$ cat config.mk
export PLATFORM = sky130hd
export DESIGN_NAME = txin_reg
export DESIGN_NICKNAME = d
export VERILOG_FILES = /design/src/rtl/txin_pkg.sv /design/src/rtl/txin_load_ctl.sv /design/src/rtl/txin_bist_gen.sv /design/src/rtl/txin_out_sel.sv /design/src/rtl/txin_reg.sv
export SDC_FILE = /design/constraint.sdc
export NUM_CORES = 1
export LEC_CHECK = 0
export ABC_AREA = 1
export ABC_CLOCK_PERIOD_IN_PS = 1040
export BUFFER_PORTS_ARGS = -buffer_cell sky130_fd_sc_hd__buf_4
export CAP_MARGIN = 20
export CORE_ASPECT_RATIO = 1.4
export CORE_MARGIN = 2
export CORE_UTILIZATION = 48
export DETAILED_ROUTE_END_ITERATION = 8
export HOLD_SLACK_MARGIN = 0.1
export PLACE_DENSITY = 0.83
export SLEW_MARGIN = 20
export SYNTH_ARGS = -nofsm -noshare
export SYNTH_HDL_FRONTEND = slang
export SYNTH_SLANG_ARGS = --single-unit
export TNS_END_PERCENT = 5
$ cat constraint.sdc
create_clock -name clk -period 1.04 [get_ports clk]
set_input_delay 0.104 -clock clk [delete_from_list [all_inputs] [get_ports clk]]
set_output_delay 0.104 -clock clk [all_outputs]
set_load 0.1 [all_outputs]
$ cat src/rtl/txin_pkg.sv
package txin_pkg;

  localparam int unsigned TXIN_DATA_W = 8;
  localparam int unsigned TXIN_TAP    = 5;

  typedef enum logic [1:0] {
    SRC_FILL = 2'd0,
    SRC_USER = 2'd1,
    SRC_PAT  = 2'd2
  } txin_src_e;

endpackage

$ cat src/rtl/txin_load_ctl.sv
module txin_load_ctl (
  input  logic clk,
  input  logic rst,
  input  logic self_test,
  input  logic ld_now_n,
  input  logic ld_defer_n,
  output logic load_ev,
  output logic pend_q
);

  // A deferred request arms a one-shot load for the next edge.
  // Self-test and reset both discard it.
  always_ff @(posedge clk) begin
    if (rst || self_test) begin
      pend_q <= 1'b0;
    end else begin
      pend_q <= ~ld_defer_n;
    end
  end

  assign load_ev = ~self_test & (~ld_now_n | pend_q);

endmodule

$ cat src/rtl/txin_bist_gen.sv
module txin_bist_gen #(
  parameter int unsigned STATE_W = 9,
  parameter int unsigned TAP     = 5
) (
  input  logic               clk,
  input  logic               rst,
  input  logic               self_test,
  output logic [STATE_W-1:0] pat_nxt,
  output logic               pat_run_q
);

  localparam logic [STATE_W-1:0] SEED = '1;

  logic [STATE_W-1:0] pat_q;

  function automatic logic [STATE_W-1:0] lfsr_adv(input logic [STATE_W-1:0] s);
    return {s[STATE_W-2:0], s[STATE_W-1] ^ s[TAP-1]};
  endfunction

  assign pat_nxt = pat_run_q ? lfsr_adv(pat_q) : SEED;

  always_ff @(posedge clk) begin
    if (rst) begin
      pat_q     <= SEED;
      pat_run_q <= 1'b0;
    end else begin
      pat_run_q <= self_test;
      if (self_test) begin
        pat_q <= pat_nxt;
      end
    end
  end

endmodule

$ cat src/rtl/txin_out_sel.sv
module txin_out_sel
  import txin_pkg::*;
#(
  parameter int unsigned          DATA_W     = 8,
  parameter logic [DATA_W-1:0]    COMMA      = 8'hBC,
  parameter logic [DATA_W:0]      VIOL_STATE = 1
) (
  input  txin_src_e           src,
  input  logic [DATA_W-1:0]   in_data,
  input  logic                in_kchar,
  input  logic                in_viol,
  input  logic [DATA_W:0]     pat_state,
  output logic [DATA_W-1:0]   d_data,
  output logic                d_kchar,
  output logic                d_viol,
  output logic                d_user
);

  function automatic logic [DATA_W-1:0] pat_data(input logic [DATA_W:0] s);
    return ~s[DATA_W-1:0];
  endfunction

  function automatic logic pat_kchar(input logic [DATA_W:0] s);
    return ~s[DATA_W];
  endfunction

  always_comb begin
    unique case (src)
      SRC_USER: begin
        d_data  = in_data;
        d_kchar = in_kchar;
        d_viol  = in_viol;
        d_user  = 1'b1;
      end
      SRC_PAT: begin
        d_data  = pat_data(pat_state);
        d_kchar = pat_kchar(pat_state);
        d_viol  = (pat_state == VIOL_STATE);
        d_user  = 1'b1;
      end
      default: begin
        d_data  = COMMA;
        d_kchar = 1'b1;
        d_viol  = 1'b0;
        d_user  = 1'b0;
      end
    endcase
  end

endmodule

$ cat src/rtl/txin_reg.sv
module txin_reg
  import txin_pkg::*;
#(
  parameter int unsigned DATA_W     = TXIN_DATA_W,
  parameter int unsigned TAP        = TXIN_TAP,
  parameter logic [7:0]  COMMA      = 8'hBC,
  parameter int unsigned VIOL_STATE = 1
) (
  input  logic              clk,
  input  logic              rst,
  input  logic              ld_now_n,
  input  logic              ld_defer_n,
  input  logic              self_test,
  input  logic [DATA_W-1:0] in_data,
  input  logic              in_kchar,
  input  logic              in_viol,
  output logic [DATA_W-1:0] q_data,
  output logic              q_kchar,
  output logic              q_viol,
  output logic              q_user
);

  localparam int unsigned       STATE_W  = DATA_W + 1;
  localparam logic [STATE_W-1:0] VSTATE  = STATE_W'(VIOL_STATE);
  localparam logic [DATA_W-1:0]  COMMA_W = DATA_W'(COMMA);

  // Internal events brought out for the checker.
  logic               load_ev;
  logic               pend_q;
  logic               pat_run_q;
  logic [STATE_W-1:0] pat_nxt;
  txin_src_e          src;

  logic [DATA_W-1:0]  d_data;
  logic               d_kchar;
  logic               d_viol;
  logic               d_user;

  txin_load_ctl u_ctl (
    .clk        (clk),
    .rst        (rst),
    .self_test  (self_test),
    .ld_now_n   (ld_now_n),
    .ld_defer_n (ld_defer_n),
    .load_ev    (load_ev),
    .pend_q     (pend_q)
  );

  txin_bist_gen #(
    .STATE_W (STATE_W),
    .TAP     (TAP)
  ) u_gen (
    .clk       (clk),
    .rst       (rst),
    .self_test (self_test),
    .pat_nxt   (pat_nxt),
    .pat_run_q (pat_run_q)
  );

  always_comb begin
    if (self_test)    src = SRC_PAT;
    else if (load_ev) src = SRC_USER;
    else              src = SRC_FILL;
  end

  txin_out_sel #(
    .DATA_W     (DATA_W),
    .COMMA      (COMMA_W),
    .VIOL_STATE (VSTATE)
  ) u_sel (
    .src       (src),
    .in_data   (in_data),
    .in_kchar  (in_kchar),
    .in_viol   (in_viol),
    .pat_state (pat_nxt),
    .d_data    (d_data),
    .d_kchar   (d_kchar),
    .d_viol    (d_viol),
    .d_user    (d_user)
  );

  always_ff @(posedge clk) begin
    if (rst) begin
      q_data  <= COMMA_W;
      q_kchar <= 1'b1;
      q_viol  <= 1'b0;
      q_user  <= 1'b0;
    end else begin
      q_data  <= d_data;
      q_kchar <= d_kchar;
      q_viol  <= d_viol;
      q_user  <= d_user;
    end
  end

endmodule

Word level (Yosys, flattened, before mapping)
Cells that the tools add are included.

operators by class
  add/sub/neg operators = 0
  multipliers = 0
  divide/modulo/power cells = 0
  $lt $le $gt $ge = 0
  equality and inequality tests = 3
  shift-type cells = 0
  multiplexer cells = 7
  bitwise gates (word level) = 8
  reductions and logical operators = 2

operators with widths
  cell                  count
  $pmux W8 S2           1
  $eq A9 B1 Y1 const B  1
  $mux W9               1
  $not A8 Y8            1
  $not A1 Y1            4
  $pmux W1 S2           2
  $eq A2 B1 Y1 const B  1
  $eq A2 B2 Y1 const B  1
  $mux W1               2
  $mux W2               1
  $reduce_or A2 Y1      1
  $and A1 B1 Y1         1
  $logic_or A1 B1 Y1    1
  $or A1 B1 Y1          1
  $xor A1 B1 Y1         1

word-level totals
  register bits = 22
  bits in latches = 0
  bits in writable memories = 0
  bits in read-only memories = 0
  input bits = 15
  output and inout bits = 11
  memories = 0

Depth between registers and ports, before layout
  depth after elaboration = 8
  gate-level depth with buffers = 6
  gate-level depth less buffers = 6

Modules after synthesis
A second synthesis with hierarchy kept.

unflattened totals
  cell total of the unflattened synthesis = 138
  area, all modules = 987.2 µm²

modules (own cells, without submodules)
  module         times used  cells each  area each (µm²)
  txin_bist_gen  1           55          409.1
  txin_reg       1           36          316.6
  txin_out_sel   1           40          215.2
  txin_load_ctl  1           7           46.3

Least setup slack after synthesis
No wires, ideal clock.

  kind = register to output
  from = register q_data[0]
  to = output q_data[0]
  data arrival time = 0.909 ns
  slack = 0.027 ns
  stages on the path, launching flop included = 1
  buffers on the path = 0
  cell sequence = dfxtp_1

RTL lines
  item                    RTL line        text
  from (decl)             txin_reg.sv:17  output logic [DATA_W-1:0] q_data,
  from (signal assigned)  txin_reg.sv:89  q_data <= d_data;

No word-level cell between the ends.

Final worst setup path
  from = register q_data[1]
  to = output q_data[1]

No word-level cell between the ends.

==> run_results.csv <==
group,metric,value,unit
detailed_routing,wl,1.77,mm
worst_setup_path,reg2regPathDepth,5,
final_layout,area.growth.synth_to_final,40.0,%
worst_setup_path,cp_cell_sequence,"buf_4",
global_route,overflow,0,
global_route,grt_pass1_vias,661,
worst_setup_path,start_kind,"register",
sta,period_share,97.5,%
sta,final-setup-viol-count,0,
die,initial_utilization,50.1,%
worst_setup_path,crit_type,"reg2out",
place,gp_congestion,0.811,
hold_path,hold_path_depth,3,
power,power.switching,0.577,mW
clocking,cts.path.max_buffers,2,
die,rows,18,
power,clock_power_share,24.9,%
synth,postSynthAreaPerCell,8.62,um^2
sta,fin_crit,1.01,ns
sta,whs,0.120,ns
job,maxCapViolCount,0,
power,ir_worst_vdd,0.915,mV
power,switching_share,31.5,%
worst_setup_path,cp.required,0.94,ns
synth,ys_ff_latch,22,
die,design.die.area,0.00220,mm^2
clocking,cts.sinks,22,
status,status,"completed",
global_route,antenna_found_initial,0,
detailed_routing,detail-route-antenna-nets,0,
final_layout,nets,154,
power,p_per_area,1490,mW/mm^2
worst_setup_path,cp.arrival,0.91,ns
global_route,grt_max_degree,26,
detailed_routing,routed.top_layer,"met4",
hold_path,hold_path.class,"in2reg",
worst_setup_path,crit_family,"flip-flops",
hold_path,min_to,"q_data[7]",
sta,fmax,0.986,GHz
detailed_routing,drt-met1-wl,710,um
power,power_frac_seq,50.1,%
sta,tns,0,ns
detailed_routing,wl_per_cell,11.2,um
detailed_routing,drtIter0Drc,22,
power,p_leak,0.593,nW
final_layout,drive_gt1_share,35.5,%
clocking,clkTransAtPathRegs,0.12,ns
worst_setup_path,end_kind,"primary output",
power,combPwrFrac,25.0,%
clocking,cts_buffers,3,
die,die_y,54.7,um
synth,netlist_area,880,um^2
worst_setup_path,rr_endpoint,"q_data[2]",
place,port_buffers,25,
final_layout,final_common_cell,"nand2_1",
global_route,grt_pass1_wl,2.74,mm
detailed_routing,num_vias,766,
clocking,cts_htree_levels,1,
die,core-area,0.00176,mm^2
final_layout,antenna_cells,0,
sta,worst_pin_slew,0.269,ns
sta,fin_worst_skew,0.0103,ns
worst_setup_path,cp_slowest_cell,"dfxtp_1",
sta,timing.slew.headroom,82.1,%
die,die_w,40.2,um
worst_setup_path,max_stage_delay,0.33,ns
worst_setup_path,crit_buf_inv,1,
worst_setup_path,reg2reg_slack,0.12,ns
detailed_routing,route.detailed.drc,0,
detailed_routing,drtPass1Iterations,4,
sta,rsz0062_at_grt,"no",
worst_setup_path,timing.rr.start,"u_ctl.pend_q",
synth,synth_fp_nets,117,
hold_path,holdCritStartpoint,"rst",
sta,slew_viol_final,0,
clocking,post-cts-setup-buffers,0,
sta,hold_violations,0,
clocking,cts_tree,"yes",
worst_setup_path,worstPathMaxFanout,1,
global_route,grt.total_usage,18.5,%
detailed_routing,routed-wl-met2,949,um
power,cell_internal_pwr,1.25,mW
detailed_routing,via_per_inst,4.85,
die,io_pins,26,
clocking,cts-root-buf,"clkbuf_4",
synth,synthCells,102,
synth,yosysWarnings,0,
clocking,clk_latency,0.30,ns
final_layout,layout_common_cells,"nand2_1 (27), dfxtp_1 (21), buf_4 (17)",
detailed_routing,dr_wl_met3,86,um
synth,ys_seq_area_share,50.1,%
synth,synth.distinct_cells,18,
place,dp_hpwl,1.15,mm
-- registers in the layout, indices dropped and copies added, names as in the netlist --
name,count
u_gen.pat_q,9
q_data,8
q_kchar,1
q_user,1
q_viol,1
u_ctl.pend_q,1
u_gen.pat_run_q,1
-- repair_timing --
action	in CTS	in global routing
hold endpoints to repair	12	0
endpoints found under the setup margin	1	17
gates resized for setup	1	8
gates cloned	0	0
hold buffers	12	0
-- layer usage --
layer | up-vias | GRT usage (%)
met5 | - | 0
li1 | 393 | -
met2 | 23 | 31.5
met3 | 2 | 1.22
met1 | 348 | 21.8
met4 | 0 | 11.7
-- synthesized netlist by cell type, drive strengths merged --
cell / instances / area share [%]
nor3: 1 / 1.1
inv: 13 / 5.5
a21oi: 1 / 1.0
o211ai: 9 / 7.7
o21ai: 9 / 5.5
nor2: 8 / 5.7
dfxtp: 22 / 50
nand2: 31 / 16
nand3: 3 / 2.3
buf: 5 / 5.5
-- area by class of cell --
type                    count  area [um^2]
clock buffers               4         36.3
fillers                   145          526
inverters                  13         48.8
multi-input cells          62          342
flip-flops and latches     22          442
well taps                  20         25.0
repair buffers             37          338
-- power groups by stage --
stage          sequential (mW)  combinational (mW)  clock (mW)
2_1_floorplan             1.12               0.129           0
3_3_place_gp             0.930               0.403           0
3_5_place_dp             0.932               0.406           0
4_1_cts                  0.913               0.444       0.472
5_1_grt                  0.922               0.482       0.491
6_report                 0.917               0.457       0.455
-- worst max path at each step --
| stage | cells past startpoint | start | to | slack, ns |
|---|---|---|---|---|
| 2_1_floorplan | 0 | q_data[0] | q_data[0] | 0.03 |
| 3_3_place_gp | 4 | u_gen.pat_run_q | q_viol | 0.07 |
| 3_5_place_dp | 4 | u_gen.pat_run_q | q_viol | 0.03 |
| 4_1_cts | 4 | u_gen.pat_run_q | q_viol | 0.005 |
| 5_1_grt | 1 | q_data[1] | q_data[1] | 0.004 |
| 6_report | 1 | q_data[1] | q_data[1] | 0.03 |
-- cell families after synthesis --
group                  share of synthesized area [%]
and+or+nand+nor                                 24.6
DFF                                             50.1
AOI/OAI and AO/OA                               14.2
buffers and inverters                           11.1
-- stage by stage --
step / cell area (um^2) / total power [mW] / util, % / instances / worst slack, ns
5_1_grt: 1230 / 1.90 / 70.1 / 158 / 0.00383
4_1_cts: 1200 / 1.83 / 68.5 / 158 / 0.00452
3_5_place_dp: 1040 / 1.34 / 59.4 / 142 / 0.0294
2_1_floorplan: 880 / 1.25 / - / 102 / 0.0270
6_report: 1230 / 1.83 / 70.1 / 158 / 0.0256
3_3_place_gp: 1040 / 1.33 / 59.4 / 142 / 0.0721
Note: power is estimated with default switching activity, not from simulation.
